[config.mk]
export PLATFORM = sky130hd
export DESIGN_NAME = split_tlb
export DESIGN_NICKNAME = d
export VERILOG_FILES = /design/src/rtl/split_tlb.sv
export SDC_FILE = /design/constraint.sdc
export NUM_CORES = 2
export LEC_CHECK = 0
export BUFFER_PORTS_ARGS = -buffer_cell sky130_fd_sc_hd__buf_2
export CORE_UTILIZATION = 60
export DETAILED_ROUTE_END_ITERATION = 7
export GPL_ROUTABILITY_DRIVEN = 0
export GPL_TIMING_DRIVEN = 0
export HOLD_SLACK_MARGIN = 0.08
export PLACE_DENSITY_LB_ADDON = 0.08
export SYNTH_ARGS = -nofsm -noshare
export SYNTH_HDL_FRONTEND = slang
export SYNTH_SLANG_ARGS = --single-unit
[constraint.sdc]
create_clock -name clk -period 9.5 [get_ports clk]
set_input_delay 0 -clock clk [delete_from_list [all_inputs] [get_ports clk]]
set_output_delay 0 -clock clk [all_outputs]
set_load 0.1 [all_outputs]
[src/rtl/split_tlb.sv]
module split_tlb #(
  parameter int VA_W   = 32,
  parameter int PPN_W  = 20,
  parameter int RID_W  = 8,
  parameter int NPIN   = 4,
  parameter int NCACHE = 4,
  parameter int CNT_W  = $clog2(2 * (NPIN + NCACHE) + 1)
) (
  input  logic                 clk,
  input  logic                 rst_n,
  input  logic [8*RID_W-1:0]   region_ids,
  input  logic                 cmd_valid,
  input  logic [1:0]           cmd_op,
  input  logic                 cmd_side,
  input  logic [$clog2(NPIN)-1:0] cmd_slot,
  input  logic [VA_W-1:0]      cmd_va,
  input  logic [7:0]           cmd_arg,
  input  logic [PPN_W-1:0]     cmd_ppn,
  output logic                 cmd_done,
  output logic [CNT_W-1:0]     cmd_killed,
  input  logic                 lk_side,
  input  logic [RID_W-1:0]     lk_rid,
  input  logic [VA_W-1:0]      lk_va,
  output logic                 lk_hit,
  output logic [PPN_W-1:0]     lk_ppn
);
  localparam int SLOT_W = $clog2(NPIN);
  localparam int RR_W   = $clog2(NCACHE);
  localparam logic [1:0] OP_INS_PIN = 2'd0, OP_INS_C = 2'd1, OP_PRG_PIN = 2'd2, OP_PRG_C = 2'd3;

  function automatic logic overlap(input logic [VA_W-1:0] a, input logic [5:0] sa,
                                   input logic [VA_W-1:0] b, input logic [5:0] sb);
    logic [5:0] m;
    logic [VA_W-1:0] mask;
    m = (sa > sb) ? sa : sb;
    mask = (int'(m) >= VA_W) ? '0 : ({VA_W{1'b1}} << m);
    return ((a ^ b) & mask) == '0;
  endfunction

  logic [1:0][NPIN-1:0]   pv;
  logic [1:0][NCACHE-1:0] cv;
  logic [RID_W-1:0] prid [2][NPIN];
  logic [VA_W-1:0]  pva  [2][NPIN];
  logic [5:0]       psz  [2][NPIN];
  logic [PPN_W-1:0] pppn [2][NPIN];
  logic [RID_W-1:0] crid [2][NCACHE];
  logic [VA_W-1:0]  cva  [2][NCACHE];
  logic [5:0]       csz  [2][NCACHE];
  logic [PPN_W-1:0] cppn [2][NCACHE];
  logic [RR_W-1:0]  rr   [2];

  logic              busy;
  logic [1:0]        q_op;
  logic              q_side;
  logic [SLOT_W-1:0] q_slot;
  logic [VA_W-1:0]   q_va;
  logic [5:0]        q_sz;
  logic [PPN_W-1:0]  q_ppn;
  logic [RID_W-1:0]  q_rid;

  wire accept = cmd_valid && !busy;
  wire [RID_W-1:0] cmd_rid = region_ids[cmd_va[VA_W-1 -: 3]*RID_W +: RID_W];

  logic [1:0][NPIN-1:0]   pkill;
  logic [1:0][NCACHE-1:0] ckill;
  logic pin_left, cache_left;

  always_comb begin
    pkill = '0;
    ckill = '0;
    pin_left = 1'b0;
    cache_left = 1'b0;
    for (int s = 0; s < 2; s++) begin
      for (int i = 0; i < NPIN; i++) begin
        if (pv[s][i] && prid[s][i] == q_rid && overlap(pva[s][i], psz[s][i], q_va, q_sz)) begin
          if (s == int'(q_side)) begin
            pin_left = 1'b1;
            if (q_op == OP_PRG_PIN) pkill[s][i] = 1'b1;
          end
        end
      end
      for (int i = 0; i < NCACHE; i++) begin
        if (cv[s][i] && crid[s][i] == q_rid && overlap(cva[s][i], csz[s][i], q_va, q_sz)) begin
          cache_left = 1'b1;
          if (q_op == OP_INS_PIN || q_op == OP_PRG_PIN || (q_op == OP_PRG_C && s == int'(q_side)))
            ckill[s][i] = 1'b1;
        end
      end
    end
  end

  always_ff @(posedge clk) begin
    if (!rst_n) begin
      busy <= 1'b0;
      cmd_done <= 1'b0;
      cmd_killed <= '0;
      pv <= '0;
      cv <= '0;
      rr[0] <= '0;
      rr[1] <= '0;
      q_op <= '0;
      q_side <= 1'b0;
      q_slot <= '0;
      q_va <= '0;
      q_sz <= '0;
      q_ppn <= '0;
      q_rid <= '0;
    end else begin
      cmd_done <= busy;
      if (accept) begin
        busy   <= 1'b1;
        q_op   <= cmd_op;
        q_side <= cmd_side;
        q_slot <= cmd_slot;
        q_va   <= cmd_va;
        q_sz   <= cmd_arg[7:2];
        q_ppn  <= cmd_ppn;
        q_rid  <= cmd_rid;
      end
      if (busy) begin
        busy <= 1'b0;
        cmd_killed <= CNT_W'($countones(pkill) + $countones(ckill));
        pv <= pv & ~pkill;
        cv <= cv & ~ckill;
        if (q_op == OP_INS_PIN) begin
          pv[q_side][q_slot]   <= 1'b1;
          prid[q_side][q_slot] <= q_rid;
          pva[q_side][q_slot]  <= q_va;
          psz[q_side][q_slot]  <= q_sz;
          pppn[q_side][q_slot] <= q_ppn;
        end else if (q_op == OP_INS_C) begin
          cv[q_side][rr[q_side]]   <= 1'b1;
          crid[q_side][rr[q_side]] <= q_rid;
          cva[q_side][rr[q_side]]  <= q_va;
          csz[q_side][rr[q_side]]  <= q_sz;
          cppn[q_side][rr[q_side]] <= q_ppn;
          rr[q_side] <= (rr[q_side] == RR_W'(NCACHE - 1)) ? '0 : rr[q_side] + 1'b1;
        end
      end
    end
  end

  always_comb begin
    lk_hit = 1'b0;
    lk_ppn = '0;
    for (int i = NCACHE - 1; i >= 0; i--)
      if (cv[lk_side][i] && crid[lk_side][i] == lk_rid && overlap(cva[lk_side][i], csz[lk_side][i], lk_va, 6'd0)) begin
        lk_hit = 1'b1;
        lk_ppn = cppn[lk_side][i];
      end
    for (int i = NPIN - 1; i >= 0; i--)
      if (pv[lk_side][i] && prid[lk_side][i] == lk_rid && overlap(pva[lk_side][i], psz[lk_side][i], lk_va, 6'd0)) begin
        lk_hit = 1'b1;
        lk_ppn = pppn[lk_side][i];
      end
  end


  done_latency_chk: assert property (@(posedge clk) disable iff (!rst_n)
    accept |-> ##2 cmd_done);


  pin_write_chk: assert property (@(posedge clk) disable iff (!rst_n)
    cmd_done && q_op == OP_INS_PIN |-> pv[q_side][q_slot] && pppn[q_side][q_slot] == q_ppn);


  cache_clean_chk: assert property (@(posedge clk) disable iff (!rst_n)
    cmd_done && q_op == OP_INS_PIN |-> !cache_left);


  purge_clean_chk: assert property (@(posedge clk) disable iff (!rst_n)
    cmd_done && q_op == OP_PRG_PIN |-> !pin_left && !cache_left);


  other_pin_keep_chk: assert property (@(posedge clk) disable iff (!rst_n)
    cmd_done && q_op == OP_PRG_PIN |-> $stable(pv[~q_side]));


  other_cache_keep_chk: assert property (@(posedge clk) disable iff (!rst_n)
    cmd_done && q_op == OP_PRG_C |-> $stable(cv[~q_side]) && $stable(pv));
endmodule

==> results.py, run 1 <==
metrics = {
    "cts": {
        "cts.sinks": 1155,
        "clock-root-buffer": "clkbuf_16",
        "htreeDepth": 3,
        "cts_buffer_depth": 3,
        "numCtsBuffers": 121,
    },
    "logic_synthesis": {
        "synth_mux_area_share_pct": 10.99,
        "synth-edff-count": 1060,
        "synth_nets": 6357,
        "syn_area_per_cell_um2": 11.37,
        "ys_warn_count": 0,
        "synth.distinct_cells": 99,
        "ys.flop_type": "edfxtp_1",
        "yosysTopAreaCell": "edfxtp_1",
        "synth-compound-area-share_pct": 13.04,
        "synthesis.area_um2": 69000,
        "yosys.area_share.xor_xnor_pct": 12.85,
        "synthTopCellsByArea": "edfxtp_1, mux2i_1, xnor2_1, xor2_1, dfxtp_1",
        "synth_top_family_by_area": "compound AO/OA/AOI/OAI gates",
        "async_flop_share_pct": 0,
        "seq_area_frac_synth_pct": 48.89,
        "synth_top_area_share_pct": 46.13,
        "yosys.area_share.simple_pct": 8.706,
        "syn_inst": 6069,
        "yosys.area_share.adder_pct": 2.383,
        "ys_seq_elements": 1155,
    },
    "run_status": {
        "status": "aborted with a tool error",
        "haltStage": "5_1_grt",
        "error": "[ERROR GRT-0116] Global routing finished with congestion. Check the congestion regions in the DRC Viewer.",
    },
    "grt": {
        "grt_usage_pct": 59.80,
        "grt_pass1_wl_um": 477000,
        "grt_max_degree": 53,
        "grt_overflow_total": 13,
        "grt_pass1_vias": 60650,
    },
    "placement": {
        "dp_hpwl_um": 234600,
        "dp_slack_ns": -0.9235,
        "portBuffers": 159,
    },
    "floorplanning": {
        "num_rows": 124,
        "chipWidth_um": 341.1,
        "initial_core_util_pct": 60.43,
        "io-pin-count": 200,
        "dieHeight_um": 341.1,
    },
}
==> Yosys cell counts, drive strengths merged, types with 34 or more instances <==
| master | n |
|---|---|
| nand2 | 443 |
| a31oi | 34 |
| nand3 | 154 |
| xnor2 | 565 |
| xor2 | 447 |
| o211ai | 61 |
| o21ai | 263 |
| nor2 | 278 |
| ha | 105 |
| mux2 | 152 |
| nand2b | 44 |
| a21o | 43 |
| dfxtp | 95 |
| inv | 89 |
| a21boi | 82 |
| a211oi | 65 |
| o22ai | 50 |
| o21a | 36 |
| a221oi | 35 |
| nand4 | 46 |
| buf | 154 |
| edfxtp | 1060 |
| nor3 | 97 |
| and2 | 36 |
| nor4 | 60 |
| clkbuf | 238 |
| a21oi | 277 |
| mux2i | 528 |
==> metal layers <==
| metal | overflow | GRT usage, % |
|---|---|---|
| met1 | 0 | 66.31 |
| met2 | 2 | 76.00 |
| met3 | 1 | 40.70 |
| met4 | 10 | 48.88 |
| met5 | 0 | 20.02 |
==> kinds of logic after synthesis <==
| kind of cell | after synthesis |
|---|---|
| compound gates | 1305 |
| xor+xnor | 1012 |
| fa+ha+maj | 128 |
| buf+inv | 482 |
| flops | 1155 |
| mux | 706 |
| simple gates | 1281 |
==> what timing repair did <==
item | CTS
hold buffers | 144
resized for setup | 11
buffers inserted | 0
endpoints found under the hold margin | 70
setup endpoints to repair | 5
==> stage by stage <==
stage          setup TNS, ns  cells  instance area, um^2  util, %
4_1_cts                    0   8175                78220    68.50
3_3_place_gp        -1130.13   7740                71690    62.78
3_5_place_dp          -3.631   7800                72610    63.59
2_1_floorplan              0   6069                69000        -
==> inputs of run 2 (changes only) <==
CORE_UTILIZATION = 40   (was 60)
HOLD_SLACK_MARGIN = unset   (was 0.08)
PLACE_DENSITY_LB_ADDON = 0.15   (was 0.08)
==> run 2 against run 1 <==
- the flow now finishes, with violations (DRC, hold timing, capacitance limit, slew limit, setup timing)
- synthesized area is the same
- synthesized cell count is the same
==> results.py, run 2 <==
metrics = {
    "run_status": {
        "status": "finished, violations left",
        "violations": "DRC, hold timing, capacitance limit, slew limit, setup timing",
    },
    "sta": {
        "period_share_pct": 100.9,
        "relSlewSlack_pct": -19.83,
        "fin_crit_ns": 9.588,
        "grt_setup_unrepaired": "false",
        "fin_skew_ns": 0.07050,
        "worstMarginPinSlew_ns": 1.774,
        "hold_ws_ns": -0.03383,
        "fmax_mhz": 104.3,
        "finalHoldViolCount": 9,
        "setup_violations": 2,
        "finalSetupTns_ns": -0.1277,
        "fin_ws_ns": -0.08775,
        "slew_violations": 74,
    },
    "job": {
        "max_cap_violations": 13,
    },
    "logic_synthesis": {
        "ys.flop_type": "edfxtp_1",
        "syn_inst": 6069,
        "synth_nets": 6357,
        "seq_area_frac_synth_pct": 48.89,
        "ys_seq_elements": 1155,
        "yosysTopAreaCell": "edfxtp_1",
        "yosysMostFrequentCell": "edfxtp_1",
        "async_flop_share_pct": 0,
        "synthTopCellsByArea": "edfxtp_1, mux2i_1, xnor2_1, xor2_1, dfxtp_1",
        "ys_warn_count": 0,
        "synth_top_area_share_pct": 46.13,
        "ys_top_cells_by_count": "edfxtp_1, xnor2_1, mux2i_1",
        "synthesis.area_um2": 69000,
        "syn_area_per_cell_um2": 11.37,
        "synth-edff-count": 1060,
        "synth.distinct_cells": 99,
    },
    "floorplanning": {
        "dieHeight_um": 417.3,
        "chipWidth_um": 417.3,
        "num_rows": 152,
        "initial_core_util_pct": 40.22,
        "dieArea_um2": 174200,
        "coreArea_um2": 171500,
        "io-pin-count": 200,
    },
    "grt": {
        "grt_pass1_vias": 56080,
        "grt_pass1_wl_um": 463200,
        "grt_overflow_total": 0,
        "grt_antenna_before_repair": 42,
        "grt_max_degree": 49,
        "grt_usage_pct": 39.07,
    },
    "route": {
        "vias": 59720,
        "first_pass_iters": 8,
        "ant_nets": 0,
        "route.detailed.drc": 83,
        "drtIter0Drc": 9985,
        "wl_per_cell_um": 38.67,
        "drt_wl_total_um": 348600,
        "vias_per_cell": 6.624,
    },
    "cts": {
        "cts_setup_buffers": 0,
        "cts.sinks": 1155,
        "htreeDepth": 4,
        "cts_buffer_depth": 3,
        "clock_latency_ns": 0.86,
        "numCtsBuffers": 137,
        "cts.clk_slew.worst_paths_ns": 0.06,
        "cts_tree": "built",
        "clock-root-buffer": "clkbuf_16",
    },
    "final_layout": {
        "final_cell_mix": "edfxtp_1, xnor2_1, mux2i_1",
        "drive_gt1_share_pct": 12.47,
        "fin_nets": 6844,
        "final_common_cell": "edfxtp_1",
        "final_cells": 9015,
        "area_growth_pct": 15.51,
    },
    "power": {
        "finalPower_uw": 12940,
        "ir_worst_vdd_mv": 0.1829,
        "p_leak_uw": 0.02831,
        "powerDensity_nw_per_um2": 162.4,
    },
    "critical_path": {
        "cp_max_fo": 25,
        "slowest_delay_ns": 1.20,
        "cp-start-kind": "flip-flop",
        "path_cells": "clkbuf_1 -> inv_1 -> clkbuf_4 -> ha_1 -> nor2b_1 -> o21a_1 -> o21bai_1 -> a21oi_1 -> buf_2 -> mux2i_1 -> o31ai_1 -> a21oi_1 -> or3_1 -> fa_1 -> fa_1 -> fa_1 -> fa_1 -> inv_1 -> ha_1 -> fa_1 -> a21oi_1 -> o2bb2ai_1 -> and2_1",
        "crit_path_top_delay_cell": "a21oi_1",
        "crit_arrival_ns": 10.34,
        "crit_path_end_kind": "flip-flop",
        "crit_type": "flip-flop to flip-flop",
        "crit_top_cell": "fa_1",
        "timing.critical_path.max_delay_family": "adder cells",
        "path_buf_inv": 5,
        "worst_ep_required_time_ns": 10.25,
    },
    "placement": {
        "portBuffers": 159,
        "dp.cells": 8607,
        "dp_hpwl_um": 259900,
    },
    "worst_hold_path": {
        "hp-class": "primary input to flip-flop",
    },
}
==> run 2: cell families after synthesis <==
kind of cell,synth area share [%]
AO/OA/AOI/OAI,13.04
AND/OR/NAND/NOR,8.706
flip-flops,48.89
XOR/XNOR,12.85
multiplexers,10.99
buffers and inverters,3.148
adder cells (fa/ha/maj),2.383
==> run 2: per-stage QoR <==
stage	setup slack [ns]	area (um^2)	hold WS, ns	utilization [%]
floorplan	1.691	69000	0.1449	-
global placement	-7.716	72690	0.2512	42.37
detailed placement	-1.057	73770	0.2616	43.00
CTS	0.1751	79530	0.0002383	46.36
global route	0.008230	79640	0.01682	46.43
finish	-0.08775	79700	-0.03383	46.46
==> run 2: final timing paths <==
path / start / to / slack, ns / cells after the start
worst max-delay path: q_sz[1] / cmd_killed[4] / -0.09 / 23
worst max register to register: q_sz[1] / cmd_killed[4] / -0.09 / 23
worst min register to register: cmd_killed[2] / cmd_killed[2] / 0.48 / 1
worst min-delay path: cmd_va[19] / q_va[19] / -0.03 / 4
==> run 2: tightest hold or removal path: cells and delay by family <==
kind / cells / cell delay, ns
and+or+nand+nor: 1 / 0.04
AOI/OAI and AO/OA: 1 / 0.06
buffers and inverters: 2 / 0.65
==> run 2: where the power goes <==
part / switching (uW) / internal (uW) / leakage [uW]
Clock: 2400 / 3060 / 0.00221
Combinational: 1210 / 537 / 0.0159
Sequential: 142 / 5600 / 0.0102
==> run 2: area by class of cell <==
type / instances / area, um^2
fillers: 15970 / 91840
flip-flops and latches: 1155 / 33750
multi-input cells: 4432 / 33260
clock buffers: 179 / 3676
repair buffers: 348 / 2960
well taps: 2310 / 2890
plain buffers: 392 / 1846
clock inverters: 75 / 898.4
inverters: 90 / 342.8
diodes: 34 / 85.08
==> run 2: what timing repair did <==
action | 4_1_cts | 5_1_grt
hold endpoints to repair | 71 | 1
endpoints found under the setup margin | 5 | 4
hold buffers | 117 | 1
gates resized for setup | 10 | 5
==> run 2: layer usage <==
layer	up-vias	wire length [um]	GRT usage, %
met1	29210	122000	45.33
met2	5031	144200	56.59
met5	-	519	3.334
li1	23680	-	-
met3	1777	46560	15.74
met4	20	35390	31.35
Power figures use the tool's default switching activity.
